<file path="src/rtl/fsr_pkg.sv">
package fsr_pkg;

   // Largest number of outputs a single input can produce for an UP/DN rate change.
   function automatic int outs_worst(input int up, input int dn);
      return (up + dn - 1) / dn;
   endfunction

   // True when output phase p is the final output produced from its input sample.
   function automatic bit ends_input(input int p, input int up, input int dn);
      return (((p + 1) * dn) / up) != ((p * dn) / up);
   endfunction

endpackage

</file>
<file path="src/rtl/fsr_input_fifo.sv">
module fsr_input_fifo #(
   parameter int DATA_W = 16,
   parameter int DEPTH  = 4
) (
   input  logic              clk,
   input  logic              rst,
   input  logic              push,
   input  logic [DATA_W-1:0] push_data,
   input  logic              pop,
   output logic [DATA_W-1:0] head_data,
   output logic              empty,
   output logic              full
);
   localparam int AW = $clog2(DEPTH);

   if (DEPTH < 2 || (1 << AW) != DEPTH) begin : g_bad_depth
      $error("fsr_input_fifo: DEPTH must be a power of two, at least 2");
   end

   logic [DATA_W-1:0] store [DEPTH];
   logic [AW-1:0]     wr_ptr, rd_ptr;
   logic [AW:0]       fill;
   logic              do_push, do_pop;

   assign empty     = (fill == '0);
   assign full      = (fill == (AW+1)'(DEPTH));
   assign do_push   = push & ~full;
   assign do_pop    = pop & ~empty;
   assign head_data = store[rd_ptr];

   always_ff @(posedge clk) begin
      if (do_push) store[wr_ptr] <= push_data;
   end

   always_ff @(posedge clk) begin
      if (rst) begin
         wr_ptr <= '0;
         rd_ptr <= '0;
         fill   <= '0;
      end else begin
         if (do_push) wr_ptr <= wr_ptr + 1'b1;
         if (do_pop)  rd_ptr <= rd_ptr + 1'b1;
         case ({do_push, do_pop})
            2'b10:   fill <= fill + 1'b1;
            2'b01:   fill <= fill - 1'b1;
            default: fill <= fill;
         endcase
      end
   end

   // the pacer never pulls from an empty queue, and the fill never passes DEPTH
   a_r5_no_underflow: assert property (@(posedge clk) disable iff (rst) pop |-> !empty);
   a_r5_fill_bound:   assert property (@(posedge clk) disable iff (rst) fill <= (AW+1)'(DEPTH));

endmodule

</file>
<file path="src/rtl/fsr_spacing_timer.sv">
module fsr_spacing_timer #(
   parameter int PERIOD_W = 8,
   parameter int WORST    = 2
) (
   input  logic                clk,
   input  logic                rst,
   input  logic [PERIOD_W-1:0] cfg_period,
   input  logic                fire,
   output logic                slot,
   output logic [PERIOD_W-1:0] spacing
);
   localparam logic [PERIOD_W-1:0] WORST_V = PERIOD_W'(WORST);

   if (WORST < 1) begin : g_bad_worst
      $error("fsr_spacing_timer: WORST must be at least 1");
   end

   logic [PERIOD_W-1:0] period_q, quot, wait_q;

   // Period is a static setting: captured only during reset
   always_ff @(posedge clk) begin
      if (rst) period_q <= cfg_period;
   end

   assign quot    = period_q / WORST_V;
   assign spacing = (quot == '0) ? PERIOD_W'(1) : quot;   // clamp
   assign slot    = (wait_q == '0);

   always_ff @(posedge clk) begin
      if (rst)                wait_q <= '0;
      else if (fire)          wait_q <= spacing - 1'b1;
      else if (wait_q != '0)  wait_q <= wait_q - 1'b1;
   end

   // a fire is only ever requested in an open slot
   a_r2_fire_in_slot: assert property (@(posedge clk) disable iff (rst) fire |-> slot);

endmodule

</file>
<file path="src/rtl/fsr_phase_seq.sv">
module fsr_phase_seq #(
   parameter int DATA_W = 16,
   parameter int UP     = 5,
   parameter int DN     = 3,
   parameter int PH_W   = 3
) (
   input  logic              clk,
   input  logic              rst,
   input  logic              src_valid,
   input  logic [DATA_W-1:0] src_data,
   output logic              src_ready,
   input  logic              slot,
   output logic              emit,
   output logic [DATA_W-1:0] hold_data,
   output logic [PH_W-1:0]   phase
);
   if (UP <= DN) begin : g_bad_ratio
      $error("fsr_phase_seq: UP must exceed DN for interpolation");
   end
   if ((1 << PH_W) < UP) begin : g_bad_phw
      $error("fsr_phase_seq: PH_W too narrow for UP phases");
   end

   logic [UP-1:0]   last_mask;
   logic            hold_v, last_now, take;
   logic [PH_W-1:0] phase_nxt;

   for (genvar g = 0; g < UP; g++) begin : g_last
      assign last_mask[g] = fsr_pkg::ends_input(g, UP, DN);
   end

   assign last_now  = last_mask[phase];
   assign emit      = hold_v & slot;
   // Refill in the same cycle as the last output of the held sample
   assign src_ready = ~hold_v | (emit & last_now);
   assign take      = src_valid & src_ready;
   assign phase_nxt = (phase == PH_W'(UP-1)) ? '0 : phase + 1'b1;

   always_ff @(posedge clk) begin
      if (rst) begin
         hold_v <= 1'b0;
         phase  <= '0;
      end else begin
         if (emit) phase <= phase_nxt;
         if (take)                  hold_v <= 1'b1;
         else if (emit && last_now) hold_v <= 1'b0;
      end
   end

   always_ff @(posedge clk) begin
      if (take) hold_data <= src_data;
   end

   // a sample is never replaced while it still owes outputs
   a_r6_no_early_replace: assert property (@(posedge clk) disable iff (rst)
      (hold_v && !(emit && last_now)) |-> !take);

endmodule

</file>
<file path="src/rtl/frac_interp_sched.sv">
module frac_interp_sched #(
   parameter int DATA_W     = 16,
   parameter int PERIOD_W   = 8,
   parameter int UP         = 5,
   parameter int DN         = 3,
   parameter bit USE_FIFO   = 1'b1,
   parameter int FIFO_DEPTH = 4,
   parameter int PH_W       = $clog2(UP)
) (
   input  logic                clk,
   input  logic                rst,
   input  logic [PERIOD_W-1:0] cfg_in_period,
   input  logic                s_tvalid,
   output logic                s_tready,
   input  logic [DATA_W-1:0]   s_tdata,
   output logic                m_tvalid,
   output logic [DATA_W-1:0]   m_tdata,
   output logic [PH_W-1:0]     m_phase
);
   localparam int WORST = fsr_pkg::outs_worst(UP, DN);

   if (DATA_W < 1 || PERIOD_W < 2) begin : g_bad_widths
      $error("frac_interp_sched: DATA_W >= 1 and PERIOD_W >= 2 required");
   end

   logic                src_valid, src_ready, slot, emit;
   logic [DATA_W-1:0]   src_data, hold_data;
   logic [PH_W-1:0]     phase;
   logic [PERIOD_W-1:0] spacing;

   if (USE_FIFO) begin : g_fifo
      logic fifo_empty, fifo_full;
      fsr_input_fifo #(.DATA_W(DATA_W), .DEPTH(FIFO_DEPTH)) u_fifo (
         .clk       (clk),
         .rst       (rst),
         .push      (s_tvalid),
         .push_data (s_tdata),
         .pop       (src_ready & ~fifo_empty),
         .head_data (src_data),
         .empty     (fifo_empty),
         .full      (fifo_full)
      );
      assign src_valid = ~fifo_empty;
      assign s_tready  = ~fifo_full;
   end else begin : g_direct
      assign src_valid = s_tvalid;
      assign src_data  = s_tdata;
      assign s_tready  = src_ready;
   end

   fsr_spacing_timer #(.PERIOD_W(PERIOD_W), .WORST(WORST)) u_timer (
      .clk        (clk),
      .rst        (rst),
      .cfg_period (cfg_in_period),
      .fire       (emit),
      .slot       (slot),
      .spacing    (spacing)
   );

   fsr_phase_seq #(.DATA_W(DATA_W), .UP(UP), .DN(DN), .PH_W(PH_W)) u_seq (
      .clk       (clk),
      .rst       (rst),
      .src_valid (src_valid),
      .src_data  (src_data),
      .src_ready (src_ready),
      .slot      (slot),
      .emit      (emit),
      .hold_data (hold_data),
      .phase     (phase)
   );

   always_ff @(posedge clk) begin
      if (rst) begin
         m_tvalid <= 1'b0;
         m_phase  <= '0;
      end else begin
         m_tvalid <= emit;
         if (emit) m_phase <= phase;
      end
   end

   always_ff @(posedge clk) begin
      if (emit) m_tdata <= hold_data;
   end

   // ---- observation state for port-level properties ----
   logic                seen_q;
   logic [PH_W-1:0]     last_ph_q;
   logic [PERIOD_W:0]   since_q;

   always_ff @(posedge clk) begin
      if (rst) begin
         seen_q    <= 1'b0;
         last_ph_q <= '0;
         since_q   <= '0;
      end else begin
         if (m_tvalid) begin
            seen_q    <= 1'b1;
            last_ph_q <= m_phase;
            since_q   <= (PERIOD_W+1)'(1);
         end else if (since_q != '1) begin
            since_q <= since_q + 1'b1;
         end
      end
   end

   // nothing leaves the block in the cycle after reset
   a_r7_reset_quiet: assert property (@(posedge clk) disable iff (rst)
      $past(rst) |-> !m_tvalid);
   // the index stays inside 0..UP-1 and steps by one, wrapping, between outputs
   a_r1_phase_range: assert property (@(posedge clk) disable iff (rst)
      m_tvalid |-> (m_phase < PH_W'(UP)));
   a_r1_phase_step: assert property (@(posedge clk) disable iff (rst)
      (m_tvalid && seen_q) |->
         (m_phase == ((last_ph_q == PH_W'(UP-1)) ? '0 : last_ph_q + 1'b1)));
   // consecutive outputs at least the configured spacing apart
   a_r2_min_spacing: assert property (@(posedge clk) disable iff (rst)
      (m_tvalid && seen_q) |-> (since_q >= {1'b0, spacing}));

endmodule

</file>
<file path="config.mk">
export PLATFORM = sky130hd
export DESIGN_NAME = frac_interp_sched
export DESIGN_NICKNAME = d
export VERILOG_FILES = /design/src/rtl/fsr_pkg.sv /design/src/rtl/fsr_input_fifo.sv /design/src/rtl/fsr_spacing_timer.sv /design/src/rtl/fsr_phase_seq.sv /design/src/rtl/frac_interp_sched.sv
export SDC_FILE = /design/constraint.sdc
export NUM_CORES = 1
export LEC_CHECK = 0
export BUFFER_PORTS_ARGS = -buffer_cell sky130_fd_sc_hd__buf_2
export CORE_MARGIN = 4
export CORE_UTILIZATION = 61
export DETAILED_ROUTE_END_ITERATION = 10
export PLACE_DENSITY_LB_ADDON = 0.2
export SETUP_SLACK_MARGIN = 0.15
export SYNTH_ARGS = -nofsm -noshare
export SYNTH_HDL_FRONTEND = slang
export SYNTH_HIERARCHICAL = 1
export SYNTH_SLANG_ARGS = --single-unit
</file>
<file path="constraint.sdc">
create_clock -name clk -period 5.1 [get_ports clk]
set_input_delay 0.255 -clock clk [delete_from_list [all_inputs] [get_ports clk]]
set_output_delay 0.255 -clock clk [all_outputs]
set_load 0.02 [all_outputs]
</file>
==> flow_results.org <==
** Setup path
- R2r worst-path depth :: 11
- Start of the worst register-to-register path :: u_timer/wait_q[1]
- Classification of the worst setup path :: register to register
- Required time worst endpoint :: 5470 ps
- The most critical setup path has its startpoint at u_timer/wait_q[1].
- In this run the critical register-to-register path is captured at u_timer/wait_q[6].
- Endpoint class of the critical path :: register
- Critical path endpoint :: u_timer/wait_q[6]
- Critical Path Fanout Max :: 40
- Nature of the critical path startpoint :: register
- Critical path data arrival time :: 3550 ps
- FF-to-FF setup slack :: 1920 ps

** Layout
- The finished layout holds 471 standard cells, fillers aside.
- Footprint of the multi-input gates :: 1146 um2
- Register area :: 3613 um2
- Ratio of cells with drive above 1 in the final layout :: 25.75%
- From synthesis to final layout, the design area changed by 24.57%.
- The final layout contains 392 nets.
- Fill cells :: 408
- After routing the design area is 6065 um2.
- Fraction of the core area covered by cells at the end of the flow :: 78.48%
- The repair_antennas step left the layout with diodes totalling 0.

** STA
- Setup repair after global routing left no endpoint under its margin.
- Actual transition at the worst max-transition pin :: 1161 ps
- Maximum frequency from static timing analysis :: 314.0 MHz
- The number of pins with negative max-slew slack in the final report was 0.
- Ratio of final minimum period to clock period :: 62.44%
- Time the final worst path needs with I/O delays and setup :: 3184 ps
- Number of setup violations in the final report :: 0
- Worst clock skew :: 3.968 ps
- The total count of hold-check failures in the final report is 0.
- Setup TNS :: 0 ps
- Max transition margin :: 22.51%

** Floorplanning
- The die is 97.34 um wide.
- The initial utilization of the core area, before any placement, comes to 63.00%.
- Floorplan row count :: 32
- The die is 97.34 um tall.
- The core region is 7727 um2.
- Top-level port count :: 48
- Die Footprint :: 9474 um2

** Clocking
- The clock tree synthesis step divided the H-tree into 4 levels.
- No sink is reached through more buffers than the 2 on the longest clock path.
- TritonCTS clock tree :: done
- For the worst-skew pair, the clock arrives at the later sink with an insertion delay of 500 ps.
- For this design, the sink count on the clock tree is 129.
- The cell sitting at the root of the clock tree is a clkbuf_8.
- Number of setup buffers added after CTS :: 0
- Clock tree synthesis inserted a total of 17 buffers.
- Clk pin slew, worst setup/hold paths :: 60 ps

** Global route
- First-pass GRT wire length :: 15.05 mm
- The number of global-route vias before repair came to 2734.
- Entering global routing, the biggest net connects 41 pins.
- The number of antenna violations at the first check in global routing is 0.
- Congestion Overflow GR :: 0
- For this run, the total global-route usage over all layers was measured as 21.37%.

** Place
- Number of placed instances with taps included :: 416
- The wire-length estimate of the detail-placed layout is 4.585 mm.
- The congestion estimate from routability-driven global placement came to 0.8371.
- Port Buffers :: 46
- The placed instances occupy a cell area of 5181 um2.

** Power and ir drop
- Total design power :: 3.384 mW
- IR analysis of the VDD net gives a maximum drop of 0.0002988 V.
- Leakage :: 2.188 nW
- Power spread over the standard cell area amounts to 558.0 nW/um2.

** Job
- Reported max-cap violation count :: 0

** Detailed routing
- Wirelength, routed :: 9.247 mm
- The routed layout has 2584 vias.
- Detail-routed net length per standard cell :: 19.63 um
- Count of antenna-violating nets left after detailed routing :: 0
- After the first detailed-routing iteration, the DRC count stood at 173.
- Vias per inst :: 5.486
- Length of the first detailed-routing pass in iterations :: 4
- DR DRC count :: 0

** Hold path
- Hold Startpoint :: s_tvalid
- Path category of the worst min-delay check :: input pin to register

** Synthesis
- Dividing the synthesized area by the synthesized cell count gives 17.83 um2.
- Summing every instance area after synthesis gives 4868 um2.
- Yosys printed 6 warnings.
- Count of mapped cells out of synthesis :: 273
- Net Count, Synth :: 309

** Run status
- Result of the run :: completed
==> worst max-delay path: stages (launching register included) <==
cell	delay, ps
dfxtp_1	330
nor4_1	400
nand2_1	160
inv_1	120
nand2_2	90
inv_2	620
mux2_2	420
a31oi_2	230
ha_1	300
o211ai_1	140
xnor2_1	160
nor2_1	60
==> flip-flops by register name, summed over array words and instances (netlist names), named ones only <==
signal and cells:
g_fifo.u_fifo/store 64, m_tdata 16, g_fifo.u_fifo/wr_ptr 2, g_fifo.u_fifo/fill 3, u_seq/phase 3, u_seq/hold_v 1
g_fifo.u_fifo/rd_ptr 2, m_phase 3, u_timer/period_q 7, m_tvalid 1, u_seq/hold_data 16, u_seq/last_now 1
u_timer/wait_q 8
==> layer usage <==
metal / up-vias / GRT usage, % / share of wire (%)
met2: 80 / 36.09 / 55
met5: - / 0 / 0
met1: 1279 / 26.83 / 39
li1: 1215 / - / -
met4: 0 / 6.603 / 1.4
met3: 10 / 6.389 / 5.0
==> worst min-delay path by stage <==
stage	cells after the start	slack [ps]	endpoint
2_1_floorplan	1	320	u_seq/last_now
3_3_place_gp	0	400	m_tdata[0]
3_5_place_dp	0	400	m_tdata[15]
4_1_cts	4	110	g_fifo.u_fifo/wr_ptr[0]
5_1_grt	4	160	g_fifo.u_fifo/wr_ptr[0]
6_report	4	130	g_fifo.u_fifo/wr_ptr[0]
==> placed cells by master (no fill, tap or decap), types with 2 or more instances in the layout <==
cell type,count
a21oi_1,9
and2_1,4
buf_2,46
bufinv_16,6
clkbuf_16,16
clkinv_1,2
clkinv_4,2
dfxtp_1,26
dlygate4sd3_1,23
edfxtp_1,103
ha_1,8
inv_1,14
inv_6,2
mux2_2,3
mux2i_1,10
mux4_1,6
mux4_2,10
nand2_1,5
nand2b_1,3
nand3_1,4
nor2_1,19
nor2b_1,4
nor3_1,2
nor4_1,4
o21ai_0,5
or3_1,3
xnor2_1,3
xor2_1,4
==> metrics by stage <==
| stage | hold slack (ps) | setup WS, ps |
|---|---|---|
| after floorplan | 319.6 | 2623 |
| after global placement | 400.1 | 2130 |
| after detailed placement | 404.5 | 2111 |
| after CTS | 111.5 | 1958 |
| after global routing | 161.5 | 1670 |
| final | 130.9 | 1916 |
==> cell type report <==
class / instances / area share [%]
flip-flops and latches: 129 / 59.58
multi-input cells: 123 / 18.90
well taps: 102 / 2.104
repair buffers: 70 / 7.716
clock buffers: 18 / 6.891
inverters: 15 / 0.9284
clock inverters: 14 / 3.879
==> power breakdown <==
group	total, mW	switching (mW)	internal (mW)
logic	0.590	0.344	0.247
clock network	1.33	0.437	0.892
registers	1.46	0.101	1.36
==> timing repair <==
action                    4_1_cts  5_1_grt
hold endpoints to repair       71        0
hold buffers                   23        0
resized for setup               0        0
Power figures use the tool's default switching activity.
